--- src/rtl/lpcTgtPkg.sv ---
package lpcTgtPkg;
  localparam int NIB_W     = 4;
  localparam int ADDR_W    = 16;
  localparam int DATA_W    = 8;
  localparam int ADDR_NIBS = ADDR_W / NIB_W;
  localparam int CNT_W     = $clog2(ADDR_NIBS);

  localparam logic [NIB_W-1:0] NIB_START = 4'b0000;
  localparam logic [NIB_W-1:0] NIB_READY = 4'b0000;
  localparam logic [NIB_W-1:0] NIB_WAIT  = 4'b0101;
  localparam logic [NIB_W-1:0] NIB_TURN  = 4'b1111;
  localparam logic [NIB_W-1:0] NIB_BYTE  = 4'b0000;

  typedef enum logic [3:0] {
    ST_IDLE, ST_TYPE, ST_ADDR, ST_CHAN, ST_SIZE, ST_WLO, ST_WHI,
    ST_HTA0, ST_HTA1, ST_SYNC, ST_RLO, ST_RHI, ST_TTA, ST_SKIP
  } state_e;

  typedef enum logic [2:0] {
    DRV_OFF, DRV_WAIT, DRV_READY, DRV_DLO, DRV_DHI, DRV_TURN
  } drive_e;

  typedef struct packed {
    logic   addrClr;
    logic   addrShift;
    logic   dataLo;
    logic   dataHi;
    logic   rdLoad;
    drive_e drive;
  } ctrlStrb_t;
endpackage

--- src/rtl/lpcTgtCtrl.sv ---
module lpcTgtCtrl
  import lpcTgtPkg::*;
#(
  parameter logic [2:0] DMA_CHAN = 3'd2
) (
  input  logic             clk,
  input  logic             rstN,
  input  logic             frameN,
  input  logic [NIB_W-1:0] nibIn,
  input  logic             addrHit,
  input  logic             regReady,
  output ctrlStrb_t        ctrl,
  output logic             regWrStb,
  output logic             regRdStb,
  output logic             regIsDma
);
  state_e           state, stateNxt;
  logic [CNT_W-1:0] cnt, cntNxt;
  logic             isWr, isWrNxt, isDma, isDmaNxt;

  always_comb begin
    stateNxt = state;
    cntNxt   = cnt;
    isWrNxt  = isWr;
    isDmaNxt = isDma;
    ctrl     = '{default: '0, drive: DRV_OFF};
    case (state)
      ST_TYPE: begin
        cntNxt = '0;
        case (nibIn[3:1])
          3'b000:  begin isWrNxt = 1'b0; isDmaNxt = 1'b0; stateNxt = ST_ADDR; end
          3'b001:  begin isWrNxt = 1'b1; isDmaNxt = 1'b0; stateNxt = ST_ADDR; end
          3'b100:  begin isWrNxt = 1'b1; isDmaNxt = 1'b1; stateNxt = ST_CHAN; end
          3'b101:  begin isWrNxt = 1'b0; isDmaNxt = 1'b1; stateNxt = ST_CHAN; end
          default: stateNxt = ST_SKIP;
        endcase
      end
      ST_ADDR: begin
        ctrl.addrShift = 1'b1;
        cntNxt = cnt + 1'b1;
        if (cnt == CNT_W'(ADDR_NIBS - 1)) stateNxt = isWr ? ST_WLO : ST_HTA0;
      end
      ST_CHAN: begin
        ctrl.addrShift = 1'b1;
        stateNxt = (nibIn[2:0] == DMA_CHAN) ? ST_SIZE : ST_SKIP;
      end
      ST_SIZE: begin
        if (nibIn != NIB_BYTE) stateNxt = ST_SKIP;
        else                   stateNxt = isWr ? ST_WLO : ST_HTA0;
      end
      ST_WLO: begin
        if (!isDma && !addrHit) stateNxt = ST_SKIP;
        else begin ctrl.dataLo = 1'b1; stateNxt = ST_WHI; end
      end
      ST_WHI: begin ctrl.dataHi = 1'b1; stateNxt = ST_HTA0; end
      ST_HTA0: stateNxt = (!isDma && !addrHit) ? ST_SKIP : ST_HTA1;
      ST_HTA1: stateNxt = ST_SYNC;
      ST_SYNC: begin
        ctrl.drive = regReady ? DRV_READY : DRV_WAIT;
        if (regReady) begin
          ctrl.rdLoad = !isWr;
          stateNxt = isWr ? ST_TTA : ST_RLO;
        end
      end
      ST_RLO: begin ctrl.drive = DRV_DLO; stateNxt = ST_RHI; end
      ST_RHI: begin ctrl.drive = DRV_DHI; stateNxt = ST_TTA; end
      ST_TTA: begin ctrl.drive = DRV_TURN; stateNxt = ST_IDLE; end
      default: stateNxt = state;
    endcase
    if (!frameN) begin
      ctrl.addrClr = 1'b1;
      stateNxt = (nibIn == NIB_START) ? ST_TYPE : ST_IDLE;
    end
  end

  always_ff @(posedge clk or negedge rstN) begin
    if (!rstN) begin
      state <= ST_IDLE;
      cnt   <= '0;
      isWr  <= 1'b0;
      isDma <= 1'b0;
    end else begin
      state <= stateNxt;
      cnt   <= cntNxt;
      isWr  <= isWrNxt;
      isDma <= isDmaNxt;
    end
  end

  assign regWrStb = (state == ST_SYNC) && isWr;
  assign regRdStb = (state == ST_SYNC) && !isWr;
  assign regIsDma = isDma;

  AST_START_DECODE: assert property (@(posedge clk) disable iff (!rstN)
    !frameN |=> (state == ST_TYPE || state == ST_IDLE));
endmodule

--- src/rtl/lpcTgtDatapath.sv ---
module lpcTgtDatapath
  import lpcTgtPkg::*;
#(
  parameter logic [ADDR_W-1:0] IO_BASE = 16'h0380,
  parameter int                IO_SPAN = 16
) (
  input  logic              clk,
  input  logic              rstN,
  input  ctrlStrb_t         ctrl,
  input  logic [NIB_W-1:0]  nibIn,
  input  logic [DATA_W-1:0] regRdData,
  output logic [ADDR_W-1:0] addrReg,
  output logic [DATA_W-1:0] dataReg,
  output logic              addrHit,
  output logic [NIB_W-1:0]  nibOut,
  output logic              nibOe
);
  always_ff @(posedge clk or negedge rstN) begin
    if (!rstN) begin
      addrReg <= '0;
      dataReg <= '0;
    end else begin
      if (ctrl.addrClr)        addrReg <= '0;
      else if (ctrl.addrShift) addrReg <= {addrReg[ADDR_W-NIB_W-1:0], nibIn};
      if (ctrl.rdLoad)      dataReg <= regRdData;
      else if (ctrl.dataLo) dataReg[NIB_W-1:0] <= nibIn;
      else if (ctrl.dataHi) dataReg[DATA_W-1:NIB_W] <= nibIn;
    end
  end

  assign addrHit = (32'(addrReg) >= 32'(IO_BASE)) &&
                   (32'(addrReg) <  32'(IO_BASE) + 32'(IO_SPAN));

  always_comb begin
    nibOe  = 1'b1;
    nibOut = NIB_TURN;
    case (ctrl.drive)
      DRV_WAIT:  nibOut = NIB_WAIT;
      DRV_READY: nibOut = NIB_READY;
      DRV_DLO:   nibOut = dataReg[NIB_W-1:0];
      DRV_DHI:   nibOut = dataReg[DATA_W-1:NIB_W];
      DRV_TURN:  nibOut = NIB_TURN;
      default:   begin nibOe = 1'b0; nibOut = '0; end
    endcase
  end

  always @(posedge clk) begin
    if (!rstN) AST_RESET_FLOAT: assert (!nibOe);
  end
endmodule

--- src/rtl/lpcTarget.sv ---
module lpcTarget
  import lpcTgtPkg::*;
#(
  parameter logic [15:0] IO_BASE  = 16'h0380,
  parameter int          IO_SPAN  = 16,
  parameter logic [2:0]  DMA_CHAN = 3'd2
) (
  input  logic        clk,
  input  logic        rstN,
  input  logic        frameN,
  input  logic [3:0]  nibIn,
  output logic [3:0]  nibOut,
  output logic        nibOe,
  output logic [15:0] regAddr,
  output logic [7:0]  regWrData,
  input  logic [7:0]  regRdData,
  output logic        regWrStb,
  output logic        regRdStb,
  input  logic        regReady,
  output logic        regIsDma
);
  ctrlStrb_t ctrl;
  logic      addrHit;

  lpcTgtCtrl #(.DMA_CHAN(DMA_CHAN)) i_ctrl (
    .clk, .rstN, .frameN, .nibIn, .addrHit, .regReady,
    .ctrl, .regWrStb, .regRdStb, .regIsDma
  );

  lpcTgtDatapath #(.IO_BASE(IO_BASE), .IO_SPAN(IO_SPAN)) i_dp (
    .clk, .rstN, .ctrl, .nibIn, .regRdData,
    .addrReg(regAddr), .dataReg(regWrData), .addrHit, .nibOut, .nibOe
  );

  AST_FRAME_RELEASE: assert property (@(posedge clk) disable iff (!rstN)
    !frameN |=> (!nibOe && !regWrStb && !regRdStb));
  AST_WAIT_CODE: assert property (@(posedge clk) disable iff (!rstN)
    ((regWrStb || regRdStb) && !regReady) |-> (nibOe && nibOut == 4'b0101));
  AST_HOLD_WRITE: assert property (@(posedge clk) disable iff (!rstN)
    (regWrStb && !regReady && frameN) |=> (regWrStb && $stable(regWrData) && $stable(regAddr)));
  AST_READ_LOW_FIRST: assert property (@(posedge clk) disable iff (!rstN)
    (regRdStb && regReady && frameN) |=> (nibOe && nibOut == $past(regRdData[3:0])));
  AST_IN_WINDOW: assert property (@(posedge clk) disable iff (!rstN)
    ((regWrStb || regRdStb) && !regIsDma) |->
      (32'(regAddr) >= 32'(IO_BASE) && 32'(regAddr) < 32'(IO_BASE) + 32'(IO_SPAN)));
endmodule

--- config.mk ---
export PLATFORM = sky130hd
export DESIGN_NAME = lpcTarget
export DESIGN_NICKNAME = d
export VERILOG_FILES = /design/src/rtl/lpcTgtPkg.sv /design/src/rtl/lpcTgtCtrl.sv /design/src/rtl/lpcTgtDatapath.sv /design/src/rtl/lpcTarget.sv
export SDC_FILE = /design/constraint.sdc
export NUM_CORES = 1
export LEC_CHECK = 0
export BUFFER_PORTS_ARGS = -buffer_cell sky130_fd_sc_hd__buf_4
export CORE_MARGIN = 5
export CORE_UTILIZATION = 50
export CTS_BUF_LIST = sky130_fd_sc_hd__clkbuf_4
export CTS_CLUSTER_DIAMETER = 50
export DETAILED_ROUTE_END_ITERATION = 8
export GPL_TIMING_DRIVEN = 0
export PLACE_DENSITY = 0.75
export SETUP_SLACK_MARGIN = 0.5
export SLEW_MARGIN = 20
export SYNTH_ARGS = -nofsm -noshare
export SYNTH_HDL_FRONTEND = slang
export SYNTH_SLANG_ARGS = --single-unit
--- constraint.sdc ---
create_clock -name clk -period 2.9 [get_ports clk]
set_input_delay 0.58 -clock clk [delete_from_list [all_inputs] [get_ports clk]]
set_output_delay 0.58 -clock clk [all_outputs]
set_load 0.01 [all_outputs]
# [Word-level counts from Yosys, hierarchy flattened]
# Index checks and enable logic that the tools add are counted.
[classes] n_lt_le_gt_ge=2 add_sub_neg=1 mux=31 eq_ne=27 n_reduce_logical=25
[op_table] cell="4-bit one-hot mux with 12 select lines" count=1
[op_table] cell="4-bit 2-to-1 mux" count=9
[op_table] cell="16-bit 2-to-1 mux" count=2
[op_table] cell="4-bit == test, second input constant" count=5
[op_table] cell="4-bit by 3-bit == test with 1-bit output, second input constant" count=4
[op_table] cell="16-bit by 10-bit greater-or-equal comparator with 1-bit output, second input constant" count=1
[op_table] cell="16-bit by 10-bit less-than comparator with 1-bit output, second input constant" count=1
[op_table] cell="4-bit one-hot mux with 4 select lines" count=1
[op_table] cell="13-bit by 1-bit inequality test with 1-bit output, second input constant" count=1
[op_table] cell="3-bit == test, second input constant" count=4
[op_table] cell="3-bit one-hot mux with 4 select lines" count=1
[op_table] cell="2-bit nonzero test" count=5
[op_table] cell="2-bit OR reduction" count=5
[op_table] cell="3-bit by 2-bit == test with 1-bit output, second input constant" count=3
[op_table] cell="4-bit by 2-bit == test with 1-bit output, second input constant" count=2
[op_table] cell="1-bit 2-to-1 mux" count=8
[op_table] cell="8-bit 2-to-1 mux" count=1
[op_table] cell="4-bit one-hot mux with 2 select lines" count=1
[op_table] cell="3-bit by 1-bit == test with 1-bit output, second input constant" count=2
[op_table] cell="3-bit 2-to-1 mux" count=2
[op_table] cell="2-bit AND reduction" count=3
[op_table] cell="5-bit OR reduction" count=1
[op_table] cell="4-bit by 1-bit == test with 1-bit output, second input constant" count=1
[op_table] cell="1-bit logical AND" count=4
[op_table] cell="other kinds (14)" count=18
[totals] register_bits=32 out_inout_bits=32 elab_cells=93 in_bits=16

# [Depth between registers and ports, before layout]
# Gate-level depths: netlist (run 1).
[depth] word_depth=8 ltp_mapped=6 mapped_depth_nobuf=5

# [Hierarchy]
# Synthesis (run 1) repeated with hierarchy kept, for this count alone.
[unflattened] hier_cells=212 area_unflattened_um2=1939.4
[modules_own_cells] mod="lpcTgtDatapath" seq_area_each_um2=600.6 cells_per_inst=109 area_per_inst_um2=1193.6 n_inst=1
[modules_own_cells] mod="lpcTgtCtrl" seq_area_each_um2=200.2 cells_per_inst=103 area_per_inst_um2=745.7 n_inst=1

# [Least setup slack after synthesis (run 1)]
# No wires, ideal clock.
[synth_path] kind="register to output" from="register i_ctrl.state[0]" to="output nibOut[0]" path_slack_ns=1.040 n_path_buf=2 required_time_ns=2.320 stages_incl_launch_ff=7 arrival_time_ns=1.280 path_cell_list="dfrtp_1 -> buf_6 -> buf_2 -> mux2_2 -> a21oi_1 -> o21a_1 -> nor2_1"
[synth_between] elab_chain_cells=4 elab_cells_between_ends=10 cone_classes="eq/ne (8); mux (2)"
[synth_rtl] element="start: declaration" line="lpcTgtCtrl.sv:17" text="state_e state, stateNxt;"
[synth_rtl] element="start signal: assignment" line="lpcTgtCtrl.sv:83" text="state <= stateNxt;"
[synth_rtl] element="4-bit == test" line="lpcTgtCtrl.sv:27" text="case (state)"
[synth_rtl] element="3-bit one-hot mux with 4 select lines (*)" line="lpcTgtCtrl.sv:27"
[synth_rtl] element="3-bit == test (tied with other cells)" line="lpcTgtDatapath.sv:37" text="case (ctrl.drive)"
[synth_rtl] element="4-bit one-hot mux with 4 select lines (*)" line="lpcTgtDatapath.sv:37"
[synth_rtl] element="end: declaration" line="lpcTarget.sv:12" text="output logic [3:0] nibOut,"
# Every way passes the cells marked *; elsewhere a longest branch is shown, timed or not.

# [Final worst setup path (run 1)]
[layout_path] from="register i_ctrl.state[0]" to="output nibOut[2]"
# The elaborated chain is that of the path after synthesis.

==> results of run 1 <==
[placed cells by master, fill, tap and decap left out, types with 2 or more instances in the layout]
master / netlist / routed
nand2_1: 12 / 12
a22o_1: 16 / 16
nor4_4: 2 / 2
dfrtp_1: 32 / 31
and2_1: 2 / 2
nor3_1: 3 / 3
nor2_1: 15 / 14
nand3_1: 3 / 3
o21ai_0: 6 / 6
a21oi_2: 0 / 2
mux2i_1: 4 / 4
mux2_2: 6 / 5
nor4_1: 2 / 2
o2111ai_1: 2 / 2
clkbuf_4: 0 / 6
nor2b_1: 4 / 3
buf_4: 0 / 52
inv_1: 3 / 3
buf_2: 7 / 6
a311o_1: 5 / 5
a31oi_1: 3 / 3
nand2b_1: 4 / 4
a21oi_1: 13 / 11
clkbuf_8: 2 / 2
buf_6: 3 / 3
o32ai_1: 3 / 3
o21a_1: 2 / 2
and3_1: 4 / 4
[logic make-up (layout without fill, tap and decap cells)]
group / Yosys count / in the layout / share of synthesized area (%)
compound gates: 63 / 63 / 24.8
simple gates: 65 / 65 / 21.1
flops: 32 / 32 / 40.5
xor+xnor: 2 / 2 / 0.885
buf+inv: 18 / 78 / 6.70
fa+ha+maj: 1 / 1 / 0.632
mux: 10 / 10 / 5.44
[worst max-delay path: stages, from the launching register on]
cell and delay [ns]:
dfrtp_1 0.40, buf_6 0.13, buf_8 0.12, mux2_2 0.34, a21oi_2 0.14, o21a_1 0.11
nor2_1 0.03, buf_4 0.14
[per-layer routing]
metal	vias to the layer above	GRT usage (%)
met5	-	0
met4	0	6.76
met3	14	4.68
met2	78	31.3
met1	896	29.1
li1	849	-
[area by class of cell]
type,instances,share of cell area [%]
Timing Repair Buffer,52,15.4
Clock buffer,6,1.77
Multi-Input combinational cell,141,42.0
Buffer,13,4.33
Inverter,5,1.28
Clock inverter,2,1.38
Tap cell,48,2.36
Sequential cell,32,31.5
[timing repair]
item | in CTS | in global routing
setup endpoints to repair | 2 | 4
buffers inserted | 2 | 3
hold endpoints to repair | 0 | 0
gates resized for setup | 2 | 8
[registers in the layout, indices dropped and copies added, names as in the netlist]
name             cells
i_ctrl.isWr          1
i_ctrl.regIsDma      1
i_ctrl.state         4
i_dp.dataReg         8
i_ctrl.cnt           2
i_dp.addrReg        16
[report_power, final]
group / switching, mW / internal (mW) / leakage, nW
sequential: 0.0456 / 0.482 / 0.440
clock: 0.155 / 0.190 / 0.0456
combinational: 0.0984 / 0.102 / 0.701
[through the flow]
step | hold slack, ns | power, mW
4_1_cts | 0.181 | 1.07
3_3_place_gp | 0.509 | 0.725
2_1_floorplan | 0.284 | 0.629
5_1_grt | 0.185 | 1.13
3_5_place_dp | 0.521 | 0.730
6_report | 0.165 | 1.07
[worst max path at each step]
| stage | endpoint | slack, ns | depth (start not counted) |
|---|---|---|---|
| after floorplan | nibOut[0] | 1.04 | 6 |
| after global placement | nibOut[0] | 0.76 | 7 |
| after detailed placement | nibOut[0] | 0.74 | 7 |
| after CTS | nibOut[0] | 0.53 | 7 |
| after global routing | nibOut[2] | 0.48 | 7 |
| final | nibOut[2] | 0.57 | 7 |
==> metrics, run 1 <==
Area contributors post-synth=dfrtp_1 40%, a22o_1 7.1%, mux2_2 3.4%; Setup TNS Final=0 ns; asr flop ratio synth=100%; number of max-cap violations=0; Pleak=1.19 nW; DP Area=2390 µm²; routability cong.=0.962; Layout Cells excl Fill=299; crit path launch type=register; WL final=5.26 mm; M1 wire length=2.27 mm; Max Slew Vio Count=0; multi-input logic area=1070 µm²; global-route wire length before repair=8.66 mm; R2R Path Start=i_ctrl.state[0]$_DFFE_PN0P_; top sig layer=met4; Layout Skew=0.0140 ns; Worst setup EP type=output pin; dpl ws=0.744 ns; r2r endpoint=i_dp.dataReg[2]$_DFFE_PN0P_; CTS root buf=clkbuf_4; Avg Cell Area, Syn=10.4 µm²; Vias/cell=6.14; io pins=48; Pre-Repair DR Iteration Count=4; pwr dens=422 nW/µm²; DR DRC count=0; Yosys cell types=57; Initial Utilization=52.9%; Area Growth Syn to Fin=28.4%; crit path from=i_ctrl.state[0]$_DFFE_PN0P_; H-tree depth=2; Post-Syn Area=1980 µm²; Ys Warns=0; syn_nets=208; vias in the first global route=1748; Final WS setup=0.565 ns; Filler Cell Count=330; ANT cells=0; initial drt markers=201; clk slew on worst S/H paths=0.11 ns; CP max FO=9; WS Path Type=reg -> out; Design Area, Final=2540 µm²; Die X=72.9 µm; minimum clock period after layout=2.33 ns; Cells after Synth=191; Worst Tran Pin Value=0.581 ns; most frequent cell after synthesis=dfrtp_1; # hold bufs at CTS=0; die height=72.9 µm; met3 wire len=363 µm; core region area=3740 µm²; initial antenna violation count=0; Max VDD drop=328 µV; commonest register cell after synthesis=dfrtp_1; Max Clk Rate=428 MHz; DP HPWL=3.75 mm; IO buf count=47; normalized max-slew margin=61.1%; clk buf depth=2; reg2reg path depth=6; EDFF count, synth=0; pin count of the biggest net entering global routing=33; number of cell rows=22; Clock Latency Late Sink=0.33 ns; Tcrit/Tclk final=80.5%; All-Layer GR Usage=20.7%; DIE AREA=5320 µm²; TritonCTS buffer count=5; CTS tree=yes; TritonCTS Sinks=32; Routed wire per std cell=17.6 µm; area leader, netlist=dfrtp_1; unrepaired setup endpoints after global routing=true; hold crit path type=in -> async; detailed-route via count=1837; commonest cells in the netlist=32 x dfrtp_1, 16 x a22o_1, 15 x nor2_1; post-synth top area share=40.5%; Synth Register Bits=32; share of cells above drive strength 1=39.0%; register area=802 µm²; Post-DRT Antenna Nets=0; Worst Path Required=2.32 ns; final core area utilization=67.9%; CP arrival=1.75 ns; sequential share of the synthesized area=40.5%; final setup violation count=0; flop2flop setup slack=1.04 ns; Hold Vio Cnt, Final=0; met2 wire length=2.54 mm; gr ovfl total=0; Placed Instances=286; # nets final=267; status=completed
Power figures use the tool's default switching activity.
==> inputs of run 2 (changes only) <==
Settings changed: ABC_AREA from default to 1, PLACE_DENSITY 0.75 to 0.77.
Clock period 2.9 ns to 2.2 ns, I/O delays scaled along.
==> metrics, run 2 <==
Synth Area in Simple Gates=30.6% (+9.5 points); Worst Tran Pin Value=0.413 ns (-0.169 ns); post-synth top area share=45.2% (+4.7 points); Setup TNS Final=0 ns (unchanged); Hold Vio Cnt, Final=0 (unchanged); most frequent cell after synthesis=nand2_1; core region area=3390 µm² (-9.5%); combinational power share=53.6% (+35 points); Net Switching=1.20 mW (+300%); Synth Register Bits=32 (unchanged); H-tree depth=2 (unchanged); main combinational cell family by area after synthesis=simple AND/OR/NAND/NOR gates; number of cell rows=21 (-4.5%); commonest cells in the netlist=55 x nand2_1, 32 x dfrtp_1, 32 x inv_1; initial antenna violation count=0 (unchanged); Synth Area in Adders=0.706% (+0.074 points); Sequential Power Share=30.6% (-19 points); Area Growth Syn to Fin=42.6%; commonest non-fill, non-tap cell in the layout=buf_4; pwr dens=1150 nW/µm² (+170%); total power=2.90 mW (+170%); clk slew on worst S/H paths=0.11 ns (about the same); Routed wire per std cell=14.2 µm (-20%); DR DRC count=0 (unchanged); io pins=48 (unchanged); Post-DRT Antenna Nets=0 (unchanged); die height=69.5 µm (-4.7%); normalized max-slew margin=72.5% (+11 points); Crit-path slowest cell=dfrtp_1; # hold bufs at CTS=0 (unchanged); DP HPWL=3.54 mm (-5.5%); WS Path Type=reg -> out; CTS tree=yes; WL final=4.98 mm (-5.4%); number of max-cap violations=0 (unchanged); IO buf count=47 (unchanged); Max Clk Rate=528 MHz; Worst setup EP type=output pin; delay-heaviest family, CP=flip-flops; Max VDD drop=627 µV (+91%); # nets final=322 (+21%); post-synthesis mux area share=0% (-5.4 points); Worst Path Required=1.76 ns (-0.56 ns); Yosys cell types=25 (-56%); xor/xnor share of the synthesized area=0% (-0.88 points); most frequent cells in the layout=61 x buf_4, 50 x nand2_1, 29 x inv_1, 29 x dfrtp_1, 23 x nand3_1; crit-path cells=buf_6 > inv_4 > nand2_4 > nor2_4 > nand2_2 > nand2_2 > a21oi_2 > nand2_1 > buf_6; clk buf depth=2 (unchanged); pin count of the biggest net entering global routing=33 (unchanged); Buf+Inv Stages, Crit Path=3 (unchanged); hold crit path type=in -> async; Pint=1.69 mW (+120%); sequential share of the synthesized area=45.2% (+4.7 points); clock power share=15.8% (-16 points); detailed-route via count=1829 (-0.44%); Pleak=1.33 nW (+12%); gr ovfl total=0 (unchanged); CP max FO=6 (-3); ANT cells=0 (unchanged); switching fraction of total power=41.5% (+14 points); CP peak stage delay=0.39 ns (about the same); Top Registers=i_dp.addrReg: 16 flops, i_dp.dataReg: 8 flops, i_ctrl.state: 4 flops; Initial Utilization=52.3% (-0.60 points); Area contributors post-synth=dfrtp_1 45%, nand2_1 12%, nand3_1 7.3%; routability cong.=0.921 (-4.3%); max reg flops=16 (unchanged); crit path launch type=register; DIE AREA=4830 µm² (-9.1%); TritonCTS Sinks=32 (unchanged); global-route wire length before repair=8.64 mm (-0.24%); largest reg by FF count=i_dp.addrReg; Max Slew Vio Count=0 (unchanged); share of cells above drive strength 1=38.6% (-0.48 points); initial drt markers=140 (-30%); vias in the first global route=1858 (+6.3%); compound-cell area share of the yosys netlist=13.6% (-11 points); Layout Skew=0.0146 ns (+0.000542 ns); EDFF count, synth=0 (unchanged); Clock Latency Late Sink=0.35 ns (+0.02 ns); asr flop ratio synth=100% (unchanged); TritonCTS buffer count=5 (unchanged); All-Layer GR Usage=22.1% (+1.5 points); syn_nets=248 (+19%); Die X=69.5 µm (-4.7%); final setup violation count=0 (unchanged); area leader, netlist=dfrtp_1; CTS root buf=clkbuf_4; Avg Cell Area, Syn=7.67 µm² (-26%); Post-Syn Area=1770 µm² (-10%); Pre-Repair DR Iteration Count=5 (+1); commonest register cell after synthesis=dfrtp_1; unrepaired setup endpoints after global routing=true; Vias/cell=5.20 (-15%); status=completed; Tcrit/Tclk final=86.0%; Ys Warns=0 (unchanged); Cells after Synth=231 (+21%); CP arrival=1.45 ns (-0.30 ns); minimum clock period after layout=1.89 ns
## run 2: changes by cell type in the layout (fill, tap and decap cells not counted), moves of 7 or more
cell	previous run	this run
o22ai_1	0	16
buf_4	52	61
nand2_2	0	8
nand2_1	12	50
o211ai_1	1	8
a22o_1	16	1
a21oi_1	11	1
inv_1	3	29
nand3_1	3	23
## run 2: cells by family (layout without fill, tap and decap cells)
kind of cell / after synthesis / in the layout
AO/OA/AOI/OAI: 39 / 39
adder cells (fa/ha/maj): 1 / 1
flip-flops: 32 / 32
AND/OR/NAND/NOR: 116 / 116
buffers and inverters: 43 / 118
## run 2: metrics by stage
step	hold slack (ns)	utilization, %	instance area, µm²	setup WS [ns]	cells
CTS	0.0113	73.0	2470	0.294	350
finish	0.00474	74.5	2530	0.307	352
floorplan	0.144	-	1770	0.724	231
global route	0.0128	74.5	2530	0.197	352
global placement	0.397	64.4	2180	0.514	324
detailed placement	0.402	64.4	2180	0.481	324
## run 2: timing repair
item / in CTS / in global routing
buffers inserted: 18 / 2
pin swaps: 5 / 3
gates resized for setup: 22 / 12
endpoints found under the setup margin: 7 / 25
## run 2: power by group through the flow
stage          Clock, mW  Combinational (mW)  Sequential (mW)
2_1_floorplan          0               0.724            0.930
5_1_grt            0.508                1.71            0.912
6_report           0.458                1.55            0.887
4_1_cts            0.471                1.47            0.886
3_3_place_gp           0                1.16            0.899
3_5_place_dp           0                1.17            0.900
## run 2: path summary, 6_finish.rpt
check                                             from                           to  slack, ns  cells past startpoint
max                        i_ctrl.state[1]$_DFFE_PN0P_                    nibOut[0]       0.31                      9
min                                               rstN  i_dp.dataReg[2]$_DFFE_PN0P_      0.005                      1
max reg2reg                i_ctrl.state[2]$_DFFE_PN0P_  i_ctrl.state[1]$_DFFE_PN0P_       0.56                     11
min reg2reg                  i_ctrl.cnt[0]$_DFFE_PN0P_    i_ctrl.cnt[0]$_DFFE_PN0P_       0.50                      1
max in group asynchronous                         rstN  i_ctrl.state[2]$_DFFE_PN0P_       1.87                      1
min in group clk                          regRdData[6]  i_dp.dataReg[6]$_DFFE_PN0P_       0.32                      3
## run 2: area by class of cell
class                   count  area, µm²
fillers                   271        863
plain buffers               3       23.8
multi-input cells         156        862
flip-flops and latches     32        805
inverters                  40        164
well taps                  46       57.6
clock inverters             3       42.5
clock buffers               5       37.5
repair buffers             67        534
## run 2: layer usage
metal	global-route usage [%]	wire length, µm	vias to the layer above
met2	35.1	2470	52
li1	-	-	909
met5	0	0	-
met4	8.24	79	0
met3	8.12	295	9
met1	27.5	2140	859
==> inputs of run 3 (changes only) <==
Settings changed: CORE_ASPECT_RATIO from default to 0.9.
==> metrics, run 3 (synthesis gave the netlist of run 2 again) <==
status=completed; crit path from=i_ctrl.state[1]$_DFFE_PN0P_; Clock Latency Late Sink=0.35 ns (about the same); CTS tree=yes; worst setup path endpoint=nibOut[0]; Max VDD drop=696 µV (+11%); r2r endpoint=i_ctrl.isWr$_DFFE_PN0P_; ANT cells=0 (unchanged); routability cong.=0.901 (-2.1%); IO buf count=47 (unchanged); pwr dens=1130 nW/µm² (-1.3%); gr ovfl total=0 (unchanged); io pins=48 (unchanged); DIE AREA=4840 µm² (about the same); Pleak=1.27 nW (-3.9%); number of max-cap violations=0 (unchanged); All-Layer GR Usage=22.6% (+0.46 points); Max Slew Vio Count=0 (unchanged); vias in the first global route=1674 (-9.9%); pin count of the biggest net entering global routing=33 (unchanged); crit path launch type=register; Hold Vio Cnt, Final=0 (unchanged); global routing usage on met3=4.22% (-3.9 points); Max Clk Rate=518 MHz (-1.9%); M2 GR Usage=32.4% (-2.6 points); Initial Utilization=52.1% (-0.21 points); clk slew on worst S/H paths=0.10 ns (about the same); initial drt markers=167 (+19%); flop2flop setup slack=0.52 ns (-0.04 ns); Worst Tran Pin Value=0.414 ns (+0.00103 ns); Vias/cell=5.35 (+2.9%); CP arrival=1.49 ns (+0.04 ns); dpl ws=0.515 ns (+0.0334 ns); most frequent cells in the layout=60 x buf_4, 50 x nand2_1, 29 x dfrtp_1, 27 x inv_1, 23 x nand3_1; CP max FO=6 (unchanged); core region area=3400 µm² (+0.41%); detailed-route via count=1839 (+0.55%); die height=66.5 µm (-4.4%); minimum clock period after layout=1.93 ns (+0.0372 ns); TritonCTS Sinks=32 (unchanged); unrepaired setup endpoints after global routing=true; R2R Path Start=i_ctrl.state[3]$_DFFE_PN0P_; final setup violation count=0 (unchanged); reg2reg path depth=8 (-3); number of cell rows=20 (-4.8%); share of cells above drive strength 1=37.7% (-0.90 points); initial antenna violation count=0 (unchanged); # nets final=316 (-1.9%); max reg flops=16 (unchanged); # hold bufs at CTS=0 (unchanged); DR DRC count=0 (unchanged); TritonCTS buffer count=5 (unchanged); clk buf depth=2 (unchanged); Post-DRT Antenna Nets=0 (unchanged); largest reg by FF count=i_dp.addrReg; final core area utilization=71.3% (-3.2 points); Layout Skew=0.00267 ns (-0.0119 ns); Die X=72.7 µm (+4.6%); WL final=5.18 mm (+3.9%); commonest non-fill, non-tap cell in the layout=buf_4; H-tree depth=2 (unchanged); Worst setup EP type=output pin; Setup TNS Final=0 ns (unchanged); M1 GR Usage=33.2% (+5.7 points); Area Growth Syn to Fin=36.9%; hold crit path type=in -> async; Top Registers=i_dp.addrReg: 16 flops, i_dp.dataReg: 8 flops, i_ctrl.state: 4 flops; CTS root buf=clkbuf_4; Tcrit/Tclk final=87.7% (+1.7 points); Final WS setup=0.270 ns (-0.0372 ns); Pre-Repair DR Iteration Count=4 (-1); Worst Path Required=1.76 ns (about the same); GR peak layer=met1; Routed wire per std cell=15.1 µm (+6.4%); WS Path Type=reg -> out; global-route wire length before repair=8.19 mm (-5.2%); normalized max-slew margin=72.4% (about the same); DP HPWL=3.76 mm (+6.1%)
[run 3: area by class of cell]
type                            instances  area, µm²
Buffer                                  3       23.8
Clock buffer                            6       45.0
Clock inverter                          2       11.3
Fill cell                             296        977
Inverter                               40        161
Multi-Input combinational cell        156        860
Sequential cell                        32        805
Tap cell                               44       55.1
Timing Repair Buffer                   61        465
[run 3: layer usage]
layer	wire length [µm]	vias up
met1	2270	853
met5	0	-
met3	425	9
li1	-	900
met4	64	0
met2	2420	77
[run 3: worst min path at each step]
stage / from / endpoint / slack [ns] / cells past startpoint
2_1_floorplan: rstN / i_ctrl.cnt[0]$_DFFE_PN0P_ / 0.14 / 0
3_3_place_gp: rstN / i_dp.addrReg[12]$_DFFE_PN0P_ / 0.40 / 1
3_5_place_dp: rstN / i_dp.addrReg[12]$_DFFE_PN0P_ / 0.40 / 1
4_1_cts: rstN / i_dp.dataReg[6]$_DFFE_PN0P_ / 0.03 / 1
5_1_grt: rstN / i_dp.addrReg[0]$_DFFE_PN0P_ / 0.04 / 1
6_report: rstN / i_dp.addrReg[4]$_DFFE_PN0P_ / 0.02 / 1
[run 3: worst max-delay path, cell delays in order, from the launching register on]
cell,delay (ns)
dfrtp_1,0.38
buf_6,0.14
inv_4,0.07
nand2_4,0.05
nor2_4,0.11
nand2_2,0.07
nand2_2,0.09
a21oi_2,0.04
nand2_1,0.09
buf_6,0.10
[run 3: what timing repair did]
item                                    CTS  global route
gates cloned                              0             0
gates resized for setup                  17            15
pin swaps                                 6             2
setup buffers                            10             4
endpoints found under the setup margin    7            22
[run 3: power by group]
group	internal, mW	switching (mW)
clock network	0.134	0.208
registers	0.751	0.143
logic	0.649	0.862
total	1.53	1.21
[run 3: stage by stage]
stage | instances | hold WS, ns | instance area, µm² | power, mW
6_report | 344 | 0.0197 | 2430 | 2.75
2_1_floorplan | 231 | 0.144 | 1770 | 1.65
3_5_place_dp | 322 | 0.403 | 2180 | 2.09
5_1_grt | 344 | 0.0369 | 2430 | 2.96
3_3_place_gp | 322 | 0.399 | 2180 | 2.07
4_1_cts | 340 | 0.0306 | 2360 | 2.60
